`src/rtl/ictl_pkg.sv`:
```
package ictl_pkg;

  typedef enum logic [1:0] {
    TRIG_LEVEL  = 2'd0,
    TRIG_EDGE   = 2'd1,
    TRIG_LEGACY = 2'd2
  } trig_mode_e;

  localparam int unsigned SEL_MASK   = 0;
  localparam int unsigned SEL_STATUS = 1;

endpackage

```
`src/rtl/ictl_capture.sv`:
```
module ictl_capture
  import ictl_pkg::*;
#(
  parameter int unsigned NUM_LINES = 32,
  parameter trig_mode_e  MODE      = TRIG_EDGE
) (
  input  logic                 clk,
  input  logic                 rst_n,
  input  logic [NUM_LINES-1:0] lines,
  output logic [NUM_LINES-1:0] set_vec
);

  function automatic logic [NUM_LINES-1:0] rise_of(
    input logic [NUM_LINES-1:0] now_v,
    input logic [NUM_LINES-1:0] old_v
  );
    return now_v & ~old_v;
  endfunction

  generate
    if (MODE == TRIG_EDGE) begin : g_edge
      logic [NUM_LINES-1:0] prev_q;

      always_ff @(posedge clk or negedge rst_n) begin
        if (!rst_n) prev_q <= '0;
        else        prev_q <= lines;
      end

      assign set_vec = rise_of(lines, prev_q);

      // a set request for a line means that line was low one edge earlier
      a_r6_rise_from_low: assert property (@(posedge clk) disable iff (!rst_n)
        1'b1 |=> ((set_vec & $past(lines)) == '0));
    end else begin : g_level
      assign set_vec = lines;
    end
  endgenerate

endmodule

```
`src/rtl/ictl_status.sv`:
```
module ictl_status
  import ictl_pkg::*;
#(
  parameter int unsigned NUM_LINES = 32,
  parameter trig_mode_e  MODE      = TRIG_EDGE
) (
  input  logic                 clk,
  input  logic                 rst_n,
  input  logic [NUM_LINES-1:0] set_vec,
  input  logic                 wr_stb,
  input  logic [NUM_LINES-1:0] wr_data,
  output logic [NUM_LINES-1:0] status_q
);

  function automatic logic [NUM_LINES-1:0] clear_bits(
    input logic                 stb,
    input logic [NUM_LINES-1:0] d,
    input logic                 inv
  );
    if (!stb) return '0;
    return inv ? ~d : d;
  endfunction

  generate
    if (MODE == TRIG_LEVEL) begin : g_follow
      always_ff @(posedge clk or negedge rst_n) begin
        if (!rst_n) status_q <= '0;
        else        status_q <= set_vec;
      end
    end else begin : g_latch
      localparam bit INV_POL = (MODE == TRIG_LEGACY);
      logic [NUM_LINES-1:0] clr_vec;
      logic [NUM_LINES-1:0] keep_vec;

      assign clr_vec  = clear_bits(wr_stb, wr_data, INV_POL);
      assign keep_vec = ~clr_vec;

      always_ff @(posedge clk or negedge rst_n) begin
        if (!rst_n) status_q <= '0;
        else        status_q <= (status_q & keep_vec) | set_vec;
      end

      // without a write, no pending bit is lost
      a_r6_latch_hold: assert property (@(posedge clk) disable iff (!rst_n)
        !wr_stb |=> ((status_q & $past(status_q)) == $past(status_q)));

      // a set request wins over a clear in the same cycle
      a_r8_set_wins: assert property (@(posedge clk) disable iff (!rst_n)
        (|set_vec) |=> ((status_q & $past(set_vec)) == $past(set_vec)));

      if (INV_POL) begin : g_inv_chk
        // bits written as 1 keep their pending state
        a_r10_legacy_keep: assert property (@(posedge clk) disable iff (!rst_n)
          wr_stb |=> ((status_q & $past(status_q & wr_data)) == $past(status_q & wr_data)));
      end else begin : g_std_chk
        // bits written as 0 keep their pending state
        a_r7_edge_keep: assert property (@(posedge clk) disable iff (!rst_n)
          wr_stb |=> ((status_q & $past(status_q & ~wr_data)) == $past(status_q & ~wr_data)));
      end
    end
  endgenerate

endmodule

```
`src/rtl/ictl_mask.sv`:
```
module ictl_mask #(
  parameter int unsigned NUM_LINES = 32
) (
  input  logic                 clk,
  input  logic                 rst_n,
  input  logic                 wr_stb,
  input  logic [NUM_LINES-1:0] wr_data,
  output logic [NUM_LINES-1:0] mask_q
);

  always_ff @(posedge clk or negedge rst_n) begin
    if (!rst_n)      mask_q <= '0;
    else if (wr_stb) mask_q <= wr_data;
  end

  // a mask write is visible at the next edge
  a_r2_mask_write: assert property (@(posedge clk) disable iff (!rst_n)
    wr_stb |=> (mask_q == $past(wr_data)));

  // the mask does not change without a write
  a_r2_mask_stable: assert property (@(posedge clk) disable iff (!rst_n)
    !wr_stb |=> $stable(mask_q));

endmodule

```
`src/rtl/ictl_request.sv`:
```
module ictl_request #(
  parameter int unsigned NUM_LINES = 32
) (
  input  logic                 clk,
  input  logic                 rst_n,
  input  logic [NUM_LINES-1:0] status_v,
  input  logic [NUM_LINES-1:0] mask_v,
  output logic                 irq_req
);

  function automatic logic any_enabled(
    input logic [NUM_LINES-1:0] st,
    input logic [NUM_LINES-1:0] mk
  );
    return |(st & mk);
  endfunction

  logic want_irq;
  assign want_irq = any_enabled(status_v, mask_v);

  always_ff @(posedge clk or negedge rst_n) begin
    if (!rst_n) irq_req <= 1'b0;
    else        irq_req <= want_irq;
  end

  // a raised request always has an enabled pending line behind it
  a_r3_req_source: assert property (@(posedge clk) disable iff (!rst_n)
    $rose(irq_req) |-> $past(|(status_v & mask_v)));

  // pending bits whose mask is 0 never raise the request
  a_r4_masked_quiet: assert property (@(posedge clk) disable iff (!rst_n)
    ((status_v & mask_v) == '0) |=> !irq_req);

endmodule

```
`src/rtl/ictl_core.sv`:
```
module ictl_core
  import ictl_pkg::*;
#(
  parameter int unsigned NUM_LINES = 32,
  parameter trig_mode_e  MODE      = TRIG_EDGE
) (
  input  logic                 clk,
  input  logic                 rst_n,
  input  logic [NUM_LINES-1:0] irq_lines,
  input  logic                 reg_wr,
  input  logic                 reg_sel,
  input  logic [NUM_LINES-1:0] reg_wdata,
  output logic [NUM_LINES-1:0] reg_rdata,
  output logic                 irq_req
);

  logic [NUM_LINES-1:0] set_vec;
  logic [NUM_LINES-1:0] status_q;
  logic [NUM_LINES-1:0] mask_q;
  logic                 status_wr;
  logic                 mask_wr;

  assign status_wr = reg_wr && (reg_sel == 1'(SEL_STATUS));
  assign mask_wr   = reg_wr && (reg_sel == 1'(SEL_MASK));

  ictl_capture #(.NUM_LINES(NUM_LINES), .MODE(MODE)) u_capture (
    .clk     (clk),
    .rst_n   (rst_n),
    .lines   (irq_lines),
    .set_vec (set_vec)
  );

  ictl_status #(.NUM_LINES(NUM_LINES), .MODE(MODE)) u_status (
    .clk      (clk),
    .rst_n    (rst_n),
    .set_vec  (set_vec),
    .wr_stb   (status_wr),
    .wr_data  (reg_wdata),
    .status_q (status_q)
  );

  ictl_mask #(.NUM_LINES(NUM_LINES)) u_mask (
    .clk     (clk),
    .rst_n   (rst_n),
    .wr_stb  (mask_wr),
    .wr_data (reg_wdata),
    .mask_q  (mask_q)
  );

  ictl_request #(.NUM_LINES(NUM_LINES)) u_request (
    .clk      (clk),
    .rst_n    (rst_n),
    .status_v (status_q),
    .mask_v   (mask_q),
    .irq_req  (irq_req)
  );

  assign reg_rdata = (reg_sel == 1'(SEL_STATUS)) ? status_q : mask_q;

  generate
    if (MODE == TRIG_LEVEL) begin : g_lvl_chk
      // status mirrors the lines sampled at the previous edge
      a_r5_level_follow: assert property (@(posedge clk) disable iff (!rst_n)
        1'b1 |=> (status_q == $past(irq_lines)));
    end else begin : g_lat_chk
      // a line high at an edge without prior level is caught
      a_r9_line_caught: assert property (@(posedge clk) disable iff (!rst_n)
        (MODE == TRIG_LEGACY && |irq_lines) |=> ((status_q & $past(irq_lines)) == $past(irq_lines)));
    end
  endgenerate

endmodule

```
`config.mk`:
```
export PLATFORM = sky130hd
export DESIGN_NAME = ictl_core
export DESIGN_NICKNAME = d
export VERILOG_FILES = /design/src/rtl/ictl_pkg.sv /design/src/rtl/ictl_capture.sv /design/src/rtl/ictl_status.sv /design/src/rtl/ictl_mask.sv /design/src/rtl/ictl_request.sv /design/src/rtl/ictl_core.sv
export SDC_FILE = /design/constraint.sdc
export NUM_CORES = 1
export LEC_CHECK = 0
export ABC_AREA = 1
export BUFFER_PORTS_ARGS = -buffer_cell sky130_fd_sc_hd__buf_2
export CAP_MARGIN = 20
export CORE_UTILIZATION = 30
export CTS_BUF_LIST = sky130_fd_sc_hd__clkbuf_4 sky130_fd_sc_hd__clkbuf_8 sky130_fd_sc_hd__clkbuf_16
export DETAILED_ROUTE_END_ITERATION = 12
export PLACE_DENSITY = 0.5
export SETUP_SLACK_MARGIN = 0.1
export SKIP_LAST_GASP = 1
export SYNTH_ARGS = -nofsm -noshare
export SYNTH_HDL_FRONTEND = slang
export SYNTH_HIERARCHICAL = 1
export SYNTH_SLANG_ARGS = --single-unit
```
`constraint.sdc`:
```
create_clock -name clk -period 1.64 [get_ports clk]
set_input_delay 0.164 -clock clk [delete_from_list [all_inputs] [get_ports clk]]
set_output_delay 0.164 -clock clk [all_outputs]
set_load 0.005 [all_outputs]
```
## Word-level counts from Yosys, hierarchy flattened

Index checks and enable logic that the tools add are counted.

- Logic and storage cells: 16
- Output and inout bits: 33
- Bits in registers: 97
- Input bits: 68

- Mux-type cells: 2
- Bitwise logic cells: 7
- Reduce and logical (&&, ||, !) cells: 3

Operators with widths:

| kind | number |
|---|---|
| 32-bit AND | 3 |
| 32-bit 2-to-1 mux | 2 |
| 32-bit inverter | 2 |
| 32-bit bitwise OR | 1 |
| 32-bit OR reduction | 1 |
| 1-bit logical AND | 2 |
| 1-bit inverter | 1 |

## Logic depth before layout (Yosys ltp)

- Depth after elaboration: 5
- Gate-level depth with buffers: 8
- Depth with buffers taken out: 6

## Cells and area by module

The synthesis kept the hierarchy.

Modules (own cells, without submodules):

| module | sequential area each (sq um) | instances | cells an instance | area an instance (sq um) |
|---|---|---|---|---|
| ictl_status | 800.8 | 1 | 163 | 1315.0 |
| ictl_mask | 800.8 | 1 | 136 | 1292.5 |
| ictl_capture | 800.8 | 1 | 96 | 1121.1 |
| ictl_core | 0.0 | 1 | 108 | 489.2 |
| ictl_request | 25.0 | 1 | 64 | 261.5 |

## Worst setup path before layout

Ideal clock, no wire load.

- Path kind: input-to-reg
- Start: in reg_sel
- End: reg u_mask.mask_q[0]
- Required time: 1.524 ns
- Cell stages on the path: 8
- Path buffers: 4
- Library setup time: 0.116 ns
- Path slack: 0.595 ns
- Arrival time: 0.929 ns
- Cells stage by stage: buf_6 > buf_6 > nor2_1 > buf_6 > inv_8 > buf_12 > nand2_2 > nand2_1

- Longest elaborated chain between the ends: 2

Ends and longest elaborated chain:

| item | line | text |
|---|---|---|
| start: declaration | ictl_core.sv:11 | `input logic reg_sel,` |
| 1-bit inverter | ictl_core.sv:24 | `assign mask_wr = reg_wr && (reg_sel == 1'(SEL_MASK));` |
| 1-bit logical AND | ictl_core.sv:24 |  |
| named net mask_wr | ictl_core.sv:21 | `logic mask_wr;` |
| end signal: assignment | ictl_mask.sv:13 | `else if (wr_stb) mask_q <= wr_data;` |
| end: declaration | ictl_mask.sv:8 | `output logic [NUM_LINES-1:0] mask_q` |

The timed path passes the listed nets, and every way through them passes these cells.
A chain may end at the register's enable or synchronous reset.

## Worst setup path in the final report

- Start: in reg_sel
- End: out reg_rdata[15]

- Longest elaborated chain between the ends: 1

Ends and longest elaborated chain:

| item | line | text |
|---|---|---|
| 32-bit 2-to-1 mux | ictl_core.sv:58 | `assign reg_rdata = (reg_sel == 1'(SEL_STATUS)) ? status_q : mask_q;` |
| end: declaration | ictl_core.sv:13 | `output logic [NUM_LINES-1:0] reg_rdata,` |

No other way between the ends.

==> metrics.md <==
| Metric | Value |
|---|---|
| Status | finished, final reports clean |
| Number of routed nets with antenna violations | 0 |
| Routability cong. | 0.764 |
| Reg clk slew, reported paths | 70 ps |
| Max-slew violations | 0 |
| GRT Residual Overflow | 0 |
| CP startpoint | reg_sel |
| Hold Crit Class | in -> reg |
| Achievable clock frequency | 821 MHz |
| Post-DP HPWL | 7540 um |
| Largest net degree at the start of global routing | 98 |
| Crit path max-delay family | buffers and inverters |
| Synth Net Count | 635 |
| CTS tree | built |
| Layout cells sized above 1 | 0.251 |
| Multi-input gate area | 1580 um2 |
| Worst hold path startpoint | reg_wdata[27] |
| Via/cell ratio | 4.16 |
| Flops & latches, synth | 97 |
| Crit start category | input pin |
| ANT cells | 0 |
| Rows | 44 |
| Slew Limit Headroom | 0.599 |
| Setup Fix Bufs, Post-CTS | 0 |
| RSZ-0062 raised after global routing | no |
| Router iterations before antenna repair | 4 |
| Sequential cell area | 2430 um2 |
| Final setup TNS | 0 ps |
| Critical Path, Cell by Cell | buf_2 > buf_4 > nand2_1 > nand2_1 > buf_2 |
| Core area | 14500 um2 |
| Cell Pwr Density | 1040 nW/um2 |
| TritonCTS buffer count | 9 |
| Post-Synthesis Cells | 567 |
| Largest cells by area after synthesis | dfrtp_1 (54%), nand2_1 (27%), inv_1 (5.5%) |
| Sw power | 1.73 mW |
| Synth warn | 6 |
| Initial DRC Count | 215 |
| Final Hold Violating Endpoints | 0 |
| Routed WL | 11300 um |
| Internal Power | 4.24 mW |
| VDD IR-drop max | 0.843 mV |
| Skew final | 9.70 ps |
| H-tree levels | 3 |
| Reg power frac | 0.468 |
| Clk_lat worst skew | 360 ps |
| Vias in the first global route | 3678 |
| First-pass GRT wire length | 18400 um |
| Wire per inst | 12.7 um |
| Post-CTS Hold Buffers | 34 |
| Slew @ Worst Pin | 601 ps |
| Initial core utilization | 0.308 |
| Fillers | 1538 |
| Post-cts sizing count | 0 |
| Sw frac | 0.290 |
| Launch point of the worst reg-to-reg path | u_status/status_q[27]$_DFF_PN0_ |
| Cell variety after synth | 12 |
| Placed cell count | 840 |
| All-Layer GR Usage | 0.162 |
| Clk pwr share | 0.376 |
| Biggest area consumer among synthesized cells | dfrtp_1 |
| Comb power frac | 0.156 |
| Die ar. | 15400 um2 |
| Max Root-Sink Buffers | 2 |
| Worst Path Arrival | 1050 ps |
| Worst hold slack | 24.5 ps |
| Most used cells in the layout excluding fill and tap cells | nand2_1 (322), buf_2 (99), dfrtp_1 (97), inv_1 (66), dlygate4sd3_1 (34) |
| CP peak stage delay | 370 ps |
| CP max-delay cell | buf_4 |
| Area growth syn-to-layout | 27.7% |
| Commonest non-fill, non-tap cell in the layout | nand2_1 |
| Vias after detailed routing | 3703 |
| Mapped Area | 4480 um2 |
| Port bufs | 100 |
| CP max FO | 32 |
| Power, Total | 5.97 mW |
| Fin worst setup slack | 422 ps |
| Sequential-to-total area share from yosys stat | 0.542 |
| Final min period | 1220 ps |
| Final std cells w/o fill | 890 |
| Die height | 124 um |
| Initial antenna violation count | 1 |
| Leakage | 3.18 nW |
| Detailed-route DRC error count | 0 |
| Max Cap Violations | 0 |
| Crit share post-route | 0.743 |
| Worst setup EP type | output pin |
| CTS Root Buffer Type | clkbuf_16 |
| Post-synth top area share | 0.542 |
| Count of final setup violators | 0 |
| Num ports | 101 |
| Final #Nets | 769 |
| Mapped Avg Cell Area | 7.90 um2 |
| Pre-CTS setup slack | 428 ps |
| Crit path kind | in -> out |
| Die width | 124 um |
| Buf/Inv on CP | 3 |
| Required @ worst endpoint | 1480 ps |
| # clock sinks | 97 |
==> kinds of logic (layout without fill, tap and decap cells) <==
family / after synthesis / in the layout / synth area share
simple gates: 385 / 385 / 0.352
buf+inv: 85 / 224 / 0.106
flops: 97 / 97 / 0.542
==> sequential cells by signal, indices dropped and copies added (netlist names) <==
signal                   flops
u_capture/g_edge.prev_q     32
u_mask/mask_q               32
u_status/status_q           32
u_request/irq_req            1
==> final cells by class <==
class	count	area share
clock inverter	7	0.0147
inverter	68	0.0468
multi-input combinational	385	0.277
clock buffer	9	0.0394
sequential	97	0.425
timing repair buffer	140	0.158
tap	184	0.0403
==> path summary, 6_finish.rpt <==
path	endpoint	slack, ps	depth (start not counted)
setup reg to reg	u_request/irq_req$_DFF_PN0_	560	6
hold / removal	u_mask/mask_q[27]$_DFFE_PN0P_	20	3
max in group asynchronous	u_capture/g_edge.prev_q[1]$_DFF_PN0_	770	3
hold reg to reg	u_status/status_q[12]$_DFF_PN0_	490	3
setup / recovery	reg_rdata[15]	420	5
min in group asynchronous	u_mask/mask_q[1]$_DFFE_PN0P_	370	3
==> tightest hold or removal path: cells and delay by family <==
family | cells | cell delay (ps)
AND/OR/NAND/NOR | 2 | 90
buffers and inverters | 1 | 90
==> power by group through the flow <==
stage          clock (mW)  sequential [mW]  combinational, mW
3_5_place_dp            0             2.84              0.893
4_1_cts              2.34             2.80              0.958
5_1_grt              2.41             2.83               1.09
3_3_place_gp            0             2.83              0.876
2_1_floorplan           0             2.80              0.533
6_report             2.24             2.80              0.932
==> routing by layer <==
metal  share of wire  wire (um)  up-vias  GRT usage
met5          0.0012         13        -          0
met1            0.45       5060     1700      0.201
met2            0.48       5400       88      0.266
met4           0.018        204        2     0.0603
li1                -          -     1897          -
met3           0.055        621       16     0.0453
==> cell usage after synthesis <==
library cell,count
nor2_1,11
inv_8,1
buf_6,10
inv_1,66
buf_12,2
nor2_2,32
nand2_2,20
buf_4,2
clkbuf_8,3
dfrtp_1,97
inv_6,1
nand2_1,322
==> per-stage QoR <==
| stage | utilization | cell area [um2] |
|---|---|---|
| 2_1_floorplan | - | 4480 |
| 3_3_place_gp | 0.349 | 5070 |
| 3_5_place_dp | 0.349 | 5070 |
| 4_1_cts | 0.393 | 5720 |
| 5_1_grt | 0.393 | 5720 |
| 6_report | 0.393 | 5720 |
Power figures use the tool's default switching activity.
